==> src/rtl/evt_pkg.sv <==
package evt_pkg;

    localparam logic [7:0] ADR_MODE = 8'h00;
    localparam logic [7:0] ADR_POL  = 8'h04;
    localparam logic [7:0] ADR_EN   = 8'h08;
    localparam logic [7:0] ADR_STAT = 8'h0C;
    localparam logic [7:0] ADR_CLR  = 8'h10;

    typedef enum logic [2:0] {
        SEL_NONE,
        SEL_MODE,
        SEL_POL,
        SEL_EN,
        SEL_STAT,
        SEL_CLR
    } reg_sel_e;

    function automatic reg_sel_e decode_addr(input logic [7:0] a);
        case (a)
            ADR_MODE: return SEL_MODE;
            ADR_POL:  return SEL_POL;
            ADR_EN:   return SEL_EN;
            ADR_STAT: return SEL_STAT;
            ADR_CLR:  return SEL_CLR;
            default:  return SEL_NONE;
        endcase
    endfunction

endpackage

==> src/rtl/evt_sync.sv <==
module evt_sync #(
    parameter int N = 7
) (
    input  logic         clk,
    input  logic         rst_n,
    input  logic [N-1:0] raw,
    output logic [N-1:0] cur,
    output logic [N-1:0] prev
);
    typedef struct packed {
        logic [N-1:0] meta;
        logic [N-1:0] stab;
        logic [N-1:0] last;
    } sync_t;

    sync_t st_d, st_q;

    always_comb begin
        st_d      = st_q;
        st_d.meta = raw;
        st_d.stab = st_q.meta;
        st_d.last = st_q.stab;
    end

    always_ff @(posedge clk or negedge rst_n) begin
        if (!rst_n) st_q <= '0;
        else        st_q <= st_d;
    end

    assign cur  = st_q.stab;
    assign prev = st_q.last;

endmodule

==> src/rtl/evt_detect.sv <==
module evt_detect #(
    parameter int N = 7
) (
    input  logic         clk,
    input  logic         rst_n,
    input  logic [N-1:0] cur,
    input  logic [N-1:0] prev,
    input  logic [N-1:0] mode,
    input  logic [N-1:0] pol,
    input  logic [N-1:0] clr,
    output logic [N-1:0] stat
);
    typedef struct packed {
        logic [N-1:0] stat;
    } det_t;

    det_t         st_d, st_q;
    logic [N-1:0] hit;

    for (genvar k = 0; k < N; k++) begin : g_src
        logic lvl_act;
        logic edg_act;
        always_comb begin
            lvl_act = pol[k] ? cur[k] : ~cur[k];
            edg_act = pol[k] ? (cur[k] & ~prev[k]) : (~cur[k] & prev[k]);
            hit[k]  = mode[k] ? edg_act : lvl_act;
        end

        // a detection always lands in status, even against a clear
        p_detect_wins_r7: assert property (@(posedge clk) disable iff (!rst_n)
            hit[k] |=> stat[k]);

        // a clear with no detection empties the bit next cycle
        p_clear_takes_r6: assert property (@(posedge clk) disable iff (!rst_n)
            (clr[k] && !hit[k]) |=> !stat[k]);
    end

    always_comb begin
        st_d      = st_q;
        st_d.stat = hit | (st_q.stat & ~clr);
    end

    always_ff @(posedge clk or negedge rst_n) begin
        if (!rst_n) st_q <= '0;
        else        st_q <= st_d;
    end

    assign stat = st_q.stat;

endmodule

==> src/rtl/evt_regs.sv <==
module evt_regs
    import evt_pkg::*;
#(
    parameter int N  = 7,
    parameter int AW = 8,
    parameter int DW = 32
) (
    input  logic          clk,
    input  logic          rst_n,
    input  logic [AW-1:0] addr,
    input  logic          wr,
    input  logic [DW-1:0] wdata,
    input  logic [N-1:0]  stat,
    output logic [DW-1:0] rdata,
    output logic [N-1:0]  mode,
    output logic [N-1:0]  pol,
    output logic [N-1:0]  clr,
    output logic          irq
);
    localparam int PAD = DW - N;

    typedef struct packed {
        logic [N-1:0] mode;
        logic [N-1:0] pol;
        logic [N-1:0] en;
    } cfg_t;

    cfg_t         st_d, st_q;
    reg_sel_e     sel;
    logic [N-1:0] wbits;
    logic [N-1:0] rsel;
    logic         unused_hi;

    assign sel       = decode_addr(8'(addr));
    assign wbits     = wdata[N-1:0];
    assign unused_hi = ^wdata[DW-1:N];

    always_comb begin
        st_d = st_q;
        clr  = '0;
        if (wr) begin
            case (sel)
                SEL_MODE: st_d.mode = wbits;
                SEL_POL:  st_d.pol  = wbits;
                SEL_EN:   st_d.en   = wbits;
                SEL_CLR:  clr       = wbits;
                default:  ;
            endcase
        end
    end

    always_comb begin
        case (sel)
            SEL_MODE: rsel = st_q.mode;
            SEL_POL:  rsel = st_q.pol;
            SEL_EN:   rsel = st_q.en;
            SEL_STAT: rsel = stat;
            default:  rsel = '0;
        endcase
        rdata = {{PAD{1'b0}}, rsel};
    end

    always_ff @(posedge clk or negedge rst_n) begin
        if (!rst_n) st_q <= '0;
        else        st_q <= st_d;
    end

    assign mode = st_q.mode;
    assign pol  = st_q.pol;
    assign irq  = |(stat & st_q.en);

    // configuration only moves on a write strobe
    p_cfg_hold_r10: assert property (@(posedge clk) disable iff (!rst_n)
        !wr |=> $stable(st_q));

    // unmapped and clear addresses read zero
    p_unmapped_zero_r10: assert property (@(posedge clk) disable iff (!rst_n)
        (sel == SEL_NONE || sel == SEL_CLR) |-> rdata == '0);

    // with every enable low the request stays low
    p_irq_masked_r8: assert property (@(posedge clk) disable iff (!rst_n)
        (st_q.en == '0) |-> !irq);

endmodule

==> src/rtl/evt_router.sv <==
module evt_router #(
    parameter int N  = 7,
    parameter int AW = 8,
    parameter int DW = 32
) (
    input  logic          clk,
    input  logic          rst_n,
    input  logic [N-1:0]  evt_in,
    input  logic [AW-1:0] bus_addr,
    input  logic          bus_wr,
    input  logic [DW-1:0] bus_wdata,
    output logic [DW-1:0] bus_rdata,
    output logic          irq
);
    logic [N-1:0] cur, prev, mode, pol, clr, stat;

    evt_sync #(.N(N)) u_sync (
        .clk  (clk),
        .rst_n(rst_n),
        .raw  (evt_in),
        .cur  (cur),
        .prev (prev)
    );

    evt_detect #(.N(N)) u_det (
        .clk  (clk),
        .rst_n(rst_n),
        .cur  (cur),
        .prev (prev),
        .mode (mode),
        .pol  (pol),
        .clr  (clr),
        .stat (stat)
    );

    evt_regs #(.N(N), .AW(AW), .DW(DW)) u_regs (
        .clk  (clk),
        .rst_n(rst_n),
        .addr (bus_addr),
        .wr   (bus_wr),
        .wdata(bus_wdata),
        .stat (stat),
        .rdata(bus_rdata),
        .mode (mode),
        .pol  (pol),
        .clr  (clr),
        .irq  (irq)
    );

endmodule

==> config.mk <==
export PLATFORM = sky130hd
export DESIGN_NAME = evt_router
export DESIGN_NICKNAME = d
export VERILOG_FILES = /design/src/rtl/evt_pkg.sv /design/src/rtl/evt_sync.sv /design/src/rtl/evt_detect.sv /design/src/rtl/evt_regs.sv /design/src/rtl/evt_router.sv
export SDC_FILE = /design/constraint.sdc
export NUM_CORES = 1
export LEC_CHECK = 0
export ABC_CLOCK_PERIOD_IN_PS = 4180
export BUFFER_PORTS_ARGS = -buffer_cell sky130_fd_sc_hd__buf_4
export CORE_MARGIN = 5
export CORE_UTILIZATION = 53
export DETAILED_ROUTE_END_ITERATION = 16
export PLACE_DENSITY = 0.84
export REMOVE_ABC_BUFFERS = 1
export SKIP_CTS_REPAIR_TIMING = 1
export SYNTH_ARGS = -nofsm -noshare
export SYNTH_HDL_FRONTEND = slang
export SYNTH_SLANG_ARGS = --single-unit
==> constraint.sdc <==
create_clock -name clk -period 4.18 [get_ports clk]
set_input_delay 1.254 -clock clk [delete_from_list [all_inputs] [get_ports clk]]
set_output_delay 1.254 -clock clk [all_outputs]
set_load 0.01 [all_outputs]
Word-level counts from Yosys, hierarchy flattened
Cells that the tools add are included.

Flip-flop bits (word level): 49. Bits in latches: 0. Bits in writable memories: 0. Memory bits (read-only): 0. Bits of input ports: 50. Output and inout port bits: 33. Logic and storage cells: 78. Memories kept: 0.

$add $sub $neg: 0. Multiply operators: 0. Divide/modulo/power cells: 0. Order comparisons: 0. Equality and inequality tests: 9. Shift-type cells: 0. Mux-type cells: 25. Bitwise gates (word level): 32. Reduce and logical (&&, ||, !) cells: 5.

Operators by type and width (number): one-hot mux 7 bit (4 select lines) (1); 2-to-1 mux 1 bit (21); equality test 8 x 4 -> 1 bit (second input constant) (2); one-hot mux 3 bit (5 select lines) (1); AND 1 bit (14); AND 7 bit (2); 2-to-1 mux 7 bit (2); inverter 1 bit (14); equality test 8 x 3 -> 1 bit (second input constant) (1); equality test 8 x 5 -> 1 bit (second input constant) (1); zero test 8 bit (1); inverter 7 bit (1); bitwise OR 7 bit (1); OR reduction 7 bit (1); equality test 3 x 2 -> 1 bit (second input constant) (2); equality test 3 bit (second input constant) (2); AND reduction 2 bit (3); equality test 3 x 1 -> 1 bit (second input constant) (1).

Logic depth before layout (Yosys ltp)
Gate-level depths: netlist of run 1.

Word-level depth: 8. Gate-level depth with buffers: 5. Mapped depth without buffers: 3.

Cells and area by module
A second synthesis of run 1 with hierarchy kept.

Cell total of the unflattened synthesis: 205. Area total of the unflattened synthesis: 2459.9 um2.

By module, submodules not included: evt_regs (times used 1, cells each 135, area each 1470.2 um2, sequential area each 525.5 um2); evt_sync (times used 1, cells each 28, area each 578.1 um2, sequential area each 525.5 um2); evt_detect (times used 1, cells each 42, area each 411.6 um2, sequential area each 175.2 um2).

Least setup slack after synthesis of run 1
No wires, ideal clock.

Path type: input-to-output. Start point: input bus_addr[2]. End point: output bus_rdata[0]. Data arrival time: 2.447 ns. Data required time: 2.926 ns. Slack: 0.479 ns. Cell stages on the path: 4. Buffers on the path: 2. Path through: buf_2 -> buf_1 -> mux4_2 -> and3_1.

Cells in the longest elaborated chain, start to end: 4. Elaborated cells between the ends (all ways): 11. Classes of those cells: eq/ne: 8; mux: 2; reduce/logical: 1.

Ends and longest elaborated chain: start, declared (RTL line evt_router.sv:9) `input logic [AW-1:0] bus_addr,`; equality test 8 x 5 -> 1 bit (tied with other cells) (RTL line evt_pkg.sv:19) `case (a)`; one-hot mux 3 bit (5 select lines) (*) (RTL line evt_pkg.sv:19); equality test 3 bit (tied with other cells) (RTL line evt_regs.sv:53) `case (sel)`; one-hot mux 7 bit (4 select lines) (*) (RTL line evt_regs.sv:53); end, declared (RTL line evt_router.sv:12) `output logic [DW-1:0] bus_rdata,`.

Mark *: on every way between the ends. The rest lies on a longest branch, timed or not.

Worst setup path after layout of run 1
Start point: input bus_addr[2]. End point: output bus_rdata[2].

Same word-level chain as after synthesis.

==> flow_metrics.py, run 1 <==
metrics = {
    "outcome": {
        "status": "completed",
    },
    "floorplanning": {
        "start_util_pct": 53.9,
        "row_count": 24,
        "num_io_pins": 83,
        "coreArea_um2": 4290,
        "die_h_um": 76.1,
        "dieWidth_um": 76.1,
        "die-area_um2": 5790,
    },
    "routing": {
        "drc": 0,
        "vias_per_cell": 5.63,
        "dr.first_iter.drc_count": 82,
        "avgRoutedWirePerCell_um": 16.4,
        "drtAntennaViolNets": 0,
        "routed-via-count": 1527,
        "totalWireLength_um": 4430,
        "dr.pass1.iters": 4,
    },
    "setup_path": {
        "startpoint_type": "primary input",
        "worst-path-max-fanout": 16,
        "cp_slowest_cell": "mux4_2",
        "cpPeakStageDelay_ns": 0.51,
        "path_common_cell": "buf_4",
        "path_class": "primary input to output pin",
        "endpoint_kind": "output pin",
        "crit_required_ns": 2.93,
        "crit_chain": "buf_4, mux4_2, and3_1, buf_4",
        "crit_arrival_ns": 2.34,
    },
    "synthesis": {
        "yosys-top-cells-area": "dfrtp_1, mux2_2, buf_4, mux4_2, nand3_1",
        "yosysTopAreaCell": "dfrtp_1",
        "synth.avg_cell_area_um2": 12.5,
        "syn-cell-area_um2": 2320,
        "synth.yosys.warnings": 0,
        "seq_area_frac_synth_pct": 52.9,
        "synth_top_area_share_pct": 52.9,
        "synth-main-ff-cell": "dfrtp_1",
        "synth_edf_count": 0,
        "synthTopCellsByCount": "dfrtp_1, buf_4, mux2_2, nand3_1, nor2_1",
        "yosys.cell_types.count": 24,
        "async_flop_share_pct": 100,
        "syn_inst": 186,
        "ys_ff_latch": 49,
        "synth.most_common_cell": "dfrtp_1",
    },
    "timing": {
        "max_clock_freq_ghz": 0.278,
        "slew_headroom_pct": 60.6,
        "fin_crit_ns": 3.60,
        "rsz0062_at_grt": "false",
        "setup_viol": 0,
        "slew_violations": 0,
        "period_share_pct": 86.0,
        "finalHoldViolCount": 0,
        "fin_worst_skew_ns": 0.00267,
        "worst_pin_slew_ns": 0.592,
        "setup_tns_ns": 0,
        "setup_ws_ns": 0.583,
    },
    "global_routing": {
        "overflow": 0,
        "grt.total_usage_pct": 15.9,
        "antenna_found_initial": 0,
        "grt_start_max_net_pins": 50,
        "grt_pass1_wl_um": 7460,
        "first_global_vias": 1531,
    },
    "clock_tree": {
        "clock-root-buffer": "clkbuf_8",
        "cts_max_level": 2,
        "clock_latency_ns": 0.30,
        "cts_tree": "done",
        "cts_buffer_depth": 2,
        "cts_buffers": 5,
        "clk_pin_slew_ns": 0.08,
        "numClockSinks": 49,
    },
    "pwr": {
        "powerDensity_nw_per_um2": 335,
        "ir_worst_vdd_mv": 0.283,
        "leakagePower_uw": 0.00122,
    },
    "cells_and_area": {
        "n_antenna_cell": 0,
        "nets": 268,
        "area_growth_syn_to_layout_pct": 11.4,
        "drive_above_1_share_pct": 32.4,
    },
    "job": {
        "drv_cap": 0,
    },
    "placement": {
        "port_buffers": 32,
        "place.gp.congestion": 0.775,
        "post-place-ws_ns": 0.563,
        "hpwl_um": 3130,
    },
    "hold_path": {
        "worstHoldPathType": "flip-flop to flip-flop",
    },
}
power by group:
part / total (uW) / internal, uW / switching, uW
Combinational: 95.7 / 43.9 / 51.8
Sequential: 508 / 494 / 14.1
Clock: 261 / 119 / 142
Total: 865 / 656 / 208
path summary, 6_finish.rpt:
path	start	slack, ns	cells after the start	to
min in group asynchronous	rst_n	0.96	1	u_sync.cur[1]
setup reg to reg	u_regs.mode[5]	3.36	3	u_det.stat[5]
setup / recovery	bus_addr[2]	0.58	4	bus_rdata[2]
max in group asynchronous	rst_n	2.83	1	u_det.stat[5]
hold / removal	u_sync.st_d[12]	0.35	0	u_sync.cur[5]
hold reg to reg	u_sync.st_d[12]	0.35	0	u_sync.cur[5]
critical path: cells and delay by family:
family	cells	cell delay, ns
mux	1	0.51
buf+inv	2	0.36
simple gates	1	0.22
state kept, by name (all words and copies together), names as in the netlist:
register and cells:
u_det.stat 7, u_regs.pol 7, u_sync.cur 7, u_sync.st_d 7
u_sync.prev 7, u_regs.st_q 7, u_regs.mode 7
metrics by stage:
step / cell area (um2) / power (uW) / instances / hold slack [ns] / utilization (%)
final: 2580 / 865 / 271 / 0.353 / 60.1
after global placement: 2500 / 609 / 263 / 0.332 / 58.2
after global routing: 2580 / 908 / 271 / 0.369 / 60.1
after CTS: 2580 / 876 / 271 / 0.356 / 60.1
after floorplan: 2180 / 559 / 177 / 0.331 / -
after detailed placement: 2500 / 613 / 263 / 0.338 / 58.2
area by class of cell:
cell class	count	area (um2)
clock buffer	8	80.1
fill	372	1710
multi-input combinational	121	927
sequential	49	1230
tap	52	65.1
inverter	7	26.3
timing repair buffer	34	255
metal layers:
metal | GRT usage (%) | vias to the layer above | wire length (um)
li1 | - | 691 | -
met1 | 21.5 | 769 | 1840
met2 | 23.9 | 60 | 2140
met3 | 5.56 | 7 | 384
met4 | 5.77 | 0 | 67
met5 | 0 | - | 0
logic make-up after synthesis:
logic type / synth area share [%]
other cells: 0.162
flops: 52.9
compound gates: 5.24
buf+inv: 10.9
mux: 17.0
simple gates: 13.7
placed cells by master (no fill, tap or decap):
cell type / instances
nand4b_2: 1
nor2_1: 8
dfrtp_1: 49
mux2_2: 21
nor4_4: 1
nand4_2: 2
nor2b_1: 2
and3_1: 7
nand4b_1: 7
clkbuf_8: 5
a22oi_1: 2
clkbuf_1: 3
o21ai_0: 7
or4_1: 1
nand2_1: 7
o41ai_1: 7
mux4_2: 7
nand3_1: 15
conb_1: 25
buf_4: 34
inv_1: 7
a222oi_1: 1
No activity file was read; power rests on OpenSTA's default activity.
==> inputs of run 2 (changes only) <==
- CAP_MARGIN: default -> 20
- CORE_UTILIZATION: 53 -> 54
- PLACE_DENSITY: 0.84 -> 0.85
- REMOVE_ABC_BUFFERS: 1 -> default
- SYNTH_HIERARCHICAL: default -> 1
==> run 2 against run 1 <==
Effect of this change: synthesized cell count grew 10%; cell count is the same; register-to-register slack lost 0.18 ns; power grew 8.3%; critical path depth grew 1; largest cell class unchanged; design area grew 0.97%; via count shrank 3.4%; combinational power shrank 11%.
==> flow_metrics.py, run 2 <==
metrics = {
    "clock_tree": {
        "cts_buffer_depth": 2,
        "cts_tree": "done",
        "cts_max_level": 2,
        "cts_buffers": 5,
        "clock_latency_ns": 0.30,
        "numClockSinks": 49,
        "clk_pin_slew_ns": 0.08,
        "clock-root-buffer": "clkbuf_8",
    },
    "setup_path": {
        "crit_arrival_ns": 2.61,
        "endpoint_kind": "output pin",
        "crit_path_start": "bus_addr[5]",
        "crit_required_ns": 2.93,
        "startpoint_type": "primary input",
        "reg2reg_depth": 2,
        "timing.rr.start": "u_sync/cur[1]",
        "endpoint": "bus_rdata[2]",
        "r2r_end": "u_det/stat[1]",
        "worst-path-max-fanout": 8,
        "r2r_slack_ns": 3.18,
        "path_class": "primary input to output pin",
    },
    "routing": {
        "avgRoutedWirePerCell_um": 15.6,
        "dr.pass1.iters": 4,
        "drtAntennaViolNets": 0,
        "totalWireLength_um": 4230,
        "routed-via-count": 1475,
        "vias_per_cell": 5.44,
        "drc": 0,
        "dr.first_iter.drc_count": 141,
    },
    "placement": {
        "hpwl_um": 2990,
        "place.gp.congestion": 0.743,
        "port_buffers": 32,
    },
    "cells_and_area": {
        "fill_cells": 378,
        "n_antenna_cell": 0,
        "final_cell_mix": "dfrtp_1, buf_4, conb_1",
        "multi_input_area_um2": 950,
        "regArea_um2": 1230,
        "area_growth_syn_to_layout_pct": 5.90,
        "final_common_cell": "dfrtp_1",
        "nets": 268,
        "drive_above_1_share_pct": 28.8,
    },
    "pwr": {
        "p_int_uw": 729,
        "leakagePower_uw": 0.00124,
        "p_sw_uw": 208,
        "sw_frac_of_total_pct": 22.2,
        "p_clk_share_pct": 36.8,
        "seqPwrFrac_pct": 54.1,
        "powerDensity_nw_per_um2": 360,
        "p_comb_share_pct": 9.1,
        "ir_worst_vdd_mv": 0.165,
    },
    "synthesis": {
        "synth.most_common_cell": "dfrtp_1",
        "synthTopCellsByCount": "dfrtp_1, buf_4, mux2_2, and2_1, mux2i_1",
        "yosys.cell_types.count": 28,
        "syn-cell-area_um2": 2460,
        "seq_area_frac_synth_pct": 49.8,
        "yosysTopAreaCell": "dfrtp_1",
        "synth.avg_cell_area_um2": 12.0,
        "synth-main-ff-cell": "dfrtp_1",
        "async_flop_share_pct": 100,
        "synth.yosys.warnings": 6,
        "synth_edf_count": 0,
        "synth_top_area_share_pct": 49.8,
        "yosys-top-cells-area": "dfrtp_1, buf_4, mux2_2, mux2i_1, and2_1",
        "syn_inst": 205,
        "ys_ff_latch": 49,
    },
    "timing": {
        "timing.hold.ws_ns": 0.352,
        "setup_viol": 0,
        "rsz0062_at_grt": "false",
        "fin_worst_skew_ns": 0.00551,
        "slew_headroom_pct": 58.9,
        "worst_pin_slew_ns": 0.616,
        "finalHoldViolCount": 0,
        "max_clock_freq_ghz": 0.259,
        "fin_crit_ns": 3.87,
        "setup_tns_ns": 0,
        "period_share_pct": 92.5,
        "slew_violations": 0,
    },
    "global_routing": {
        "first_global_vias": 1428,
        "grt_start_max_net_pins": 50,
        "overflow": 0,
        "grt.total_usage_pct": 14.6,
        "grt_pass1_wl_um": 7050,
        "antenna_found_initial": 0,
    },
    "job": {
        "drv_cap": 0,
    },
    "floorplanning": {
        "start_util_pct": 56.1,
        "dieWidth_um": 77.5,
        "row_count": 24,
        "num_io_pins": 83,
        "die-area_um2": 6000,
        "coreArea_um2": 4380,
        "die_h_um": 77.5,
    },
    "outcome": {
        "status": "completed",
    },
    "hold_path": {
        "worstHoldPathType": "flip-flop to flip-flop",
    },
}
[run 2: cell count changes after synthesis, sizes merged, moves of 7 or more]
cell | before | now
and2 | 0 | 14
mux4 | 7 | 0
o21ai | 7 | 0
inv | 7 | 0
buf | 29 | 50
a21boi | 0 | 7
nand3 | 15 | 1
nand2 | 7 | 0
nand2b | 0 | 7
o22ai | 0 | 7
a221o | 0 | 7
mux2i | 0 | 14
nand4b | 8 | 1
o41ai | 7 | 0
[run 2: kinds of logic (layout without fill, tap and decap cells)]
logic type	after synthesis	count (layout)	synth area share (%)
AND/OR/NAND/NOR	45	45	11.7
flip-flops	49	49	49.8
multiplexers	35	35	15.3
AO/OA/AOI/OAI	24	24	7.78
buffers and inverters	51	41	15.2
other	1	25	0.152
[run 2: metrics by stage]
step | total power (uW) | worst slack, ns | cell area, um2 | std cells | util (%)
after detailed placement | 602 | 0.320 | 2490 | 263 | 56.8
final | 937 | 0.314 | 2610 | 271 | 59.4
after floorplan | 589 | 0.540 | 2550 | 229 | -
after global routing | 982 | 0.261 | 2610 | 271 | 59.4
after CTS | 945 | 0.309 | 2610 | 271 | 59.4
after global placement | 598 | 0.324 | 2490 | 263 | 56.8
[run 2: final cells by class]
| cell class | count | share of cell area, % |
|---|---|---|
| Clock buffer | 7 | 3.31 |
| Timing Repair Buffer | 33 | 9.51 |
| Sequential cell | 49 | 47.1 |
| Clock inverter | 1 | 1.15 |
| Multi-Input combinational cell | 129 | 36.5 |
| Tap cell | 52 | 2.50 |
[run 2: worst min path at each step]
stage | start | endpoint | slack (ns) | cells past startpoint
2_1_floorplan | u_sync/st_d[7] | u_sync/cur[0] | 0.33 | 0
3_3_place_gp | u_sync/st_d[8] | u_sync/cur[1] | 0.33 | 0
3_5_place_dp | u_sync/st_d[10] | u_sync/cur[3] | 0.33 | 0
4_1_cts | u_sync/st_d[10] | u_sync/cur[3] | 0.35 | 0
5_1_grt | u_sync/st_d[12] | u_sync/cur[5] | 0.35 | 0
6_report | u_sync/st_d[10] | u_sync/cur[3] | 0.35 | 0
[run 2: critical path, cell delays in order]
cell	delay, ns
buf_4	0.11
or4b_1	0.72
o22ai_1	0.25
and2_1	0.15
buf_4	0.12
[run 2: layer usage]
layer	part of all wire, %	routed length [um]	global-route usage (%)
met1	44	1880	19.3
met4	0.99	42	4.12
met5	0	0	0
met3	6.8	288	4.75
met2	48	2020	23.0
[run 2: power by group through the flow]
stage	registers, uW	clock network, uW	logic, uW
after floorplan	511	0	78.3
after global placement	515	0	82.7
after detailed placement	516	0	85.5
after CTS	507	352	85.8
after global routing	510	376	95.3
final	507	345	85.4
==> inputs of run 3 (changes only) <==
- CELL_PAD_IN_SITES_DETAIL_PLACEMENT: default -> 0
- CELL_PAD_IN_SITES_GLOBAL_PLACEMENT: default -> 1
- CORE_UTILIZATION: 54 -> 42
- MAX_ROUTING_LAYER: default -> met4
- PLACE_DENSITY: 0.85 -> default
- PLACE_DENSITY_LB_ADDON: default -> 0.1
==> run 3 against run 2 <==
Effect of this change: first-iteration DRC count down 65%; clock power up 14%; non-clock buffer count unchanged; die area up 25%; hold slack better by 0.0020 ns; wire length up 6.4%; critical path depth unchanged.
==> flow_metrics.py, run 3 (synthesis results as in run 2) <==
metrics = {
    "timing": {
        "fin_worst_skew_ns": 0.00239,
        "max_clock_freq_ghz": 0.257,
        "period_share_pct": 93.2,
        "setup_tns_ns": 0,
        "worst_pin_slew_ns": 0.622,
        "setup_ws_ns": 0.286,
        "finalHoldViolCount": 0,
        "fin_crit_ns": 3.89,
        "setup_viol": 0,
        "slew_headroom_pct": 58.3,
        "rsz0062_at_grt": "false",
        "slew_violations": 0,
    },
    "hold_path": {
        "hp-start": "u_sync/st_d[10]",
        "hold_path_end": "u_sync/cur[3]",
        "worstHoldPathType": "flip-flop to flip-flop",
        "holdPathStages": 0,
    },
    "floorplanning": {
        "num_io_pins": 83,
        "coreArea_um2": 5610,
        "die_h_um": 86.5,
        "die-area_um2": 7490,
        "start_util_pct": 43.9,
        "row_count": 27,
        "dieWidth_um": 86.5,
    },
    "cells_and_area": {
        "fin_util_pct": 47.3,
        "finish.instance_area_um2": 2650,
        "final_cells": 291,
        "area_growth_syn_to_layout_pct": 7.78,
        "nets": 268,
        "final_common_cell": "dfrtp_1",
        "final_cell_mix": "dfrtp_1, buf_4, conb_1",
        "drive_above_1_share_pct": 29.2,
        "fill_cells": 539,
        "n_antenna_cell": 0,
    },
    "clock_tree": {
        "clock_latency_ns": 0.30,
        "cts_buffer_depth": 2,
        "clk_pin_slew_ns": 0.09,
        "clock-root-buffer": "clkbuf_8",
        "cts_buffers": 5,
        "cts_tree": "done",
        "cts_max_level": 2,
        "numClockSinks": 49,
    },
    "global_routing": {
        "overflow": 0,
        "grt_start_max_net_pins": 50,
        "antenna_found_initial": 0,
        "first_global_vias": 1409,
        "grt.total_usage_pct": 13.1,
        "grt_pass1_wl_um": 7350,
    },
    "routing": {
        "avgRoutedWirePerCell_um": 15.5,
        "totalWireLength_um": 4500,
        "drc": 0,
        "dr.pass1.iters": 4,
        "dr.first_iter.drc_count": 49,
        "routed-via-count": 1426,
        "vias_per_cell": 4.90,
        "drtAntennaViolNets": 0,
    },
    "placement": {
        "placedCellCount": 283,
        "post-place-ws_ns": 0.313,
        "place.gp.congestion": 0.733,
        "port_buffers": 32,
        "hpwl_um": 3220,
        "dpl-instance-area_um2": 2510,
    },
    "setup_path": {
        "crit_arrival_ns": 2.64,
        "crit_chain": "buf_4, or4b_1, o22ai_1, and2_1, buf_4",
        "r2r_end": "u_det/stat[5]",
        "cpPeakStageDelay_ns": 0.75,
        "path_common_cell": "buf_4",
        "startpoint_type": "primary input",
        "timing.rr.start": "u_regs/pol[5]",
        "r2r_slack_ns": 3.17,
        "reg2reg_depth": 2,
        "worst-path-max-fanout": 8,
        "cp_top_family": "simple AND/OR/NAND/NOR gates",
        "path_class": "primary input to output pin",
        "endpoint_kind": "output pin",
        "cp_slowest_cell": "or4b_1",
        "critical_path_buf_inv_count": 2,
        "crit_required_ns": 2.93,
    },
    "outcome": {
        "status": "completed",
    },
    "pwr": {
        "ir_worst_vdd_mv": 0.195,
        "leakagePower_uw": 0.00125,
        "powerDensity_nw_per_um2": 372,
    },
    "job": {
        "drv_cap": 0,
    },
}
## run 3: cell type report
type	count	area, um2	share of cell area (%)
Clock buffer	5	68.8	2.60
Clock inverter	3	68.8	2.60
Multi-Input combinational cell	129	950	35.8
Sequential cell	49	1230	46.2
Tap cell	72	90.1	3.40
Timing Repair Buffer	33	248	9.34
## run 3: report_power, final
part           switching (uW)  internal [uW]
registers                13.7            494
logic                    45.1           39.9
clock network             154            241
## run 3: worst reg2reg max path, cell delays in order (launching register included)
cell,delay (ns)
dfrtp_1,0.41
a21boi_1,0.13
a221o_1,0.35
## run 3: metrics by stage
step | hold slack, ns | power (uW)
6_report | 0.354 | 987
5_1_grt | 0.359 | 1030
4_1_cts | 0.355 | 1000
3_5_place_dp | 0.335 | 603
3_3_place_gp | 0.331 | 600
2_1_floorplan | 0.331 | 589
## run 3: routing by layer
metal  vias up  track usage, %  wire length [um]
li1        682               -                 -
met1       695            17.3              2040
met2        45            19.8              2100
met3         4            3.42               316
met4         0            3.82                38
met5         -               -                 0
## run 3: how the worst max path moves through the flow
stage,from,end,slack [ns],cells after the start
after floorplan,bus_addr[2],bus_rdata[1],0.54,5
after global placement,bus_addr[5],bus_rdata[1],0.30,5
after detailed placement,bus_addr[5],bus_rdata[6],0.31,5
after CTS,bus_addr[5],bus_rdata[3],0.31,5
after global routing,bus_addr[5],bus_rdata[6],0.23,5
final,bus_addr[5],bus_rdata[3],0.29,5
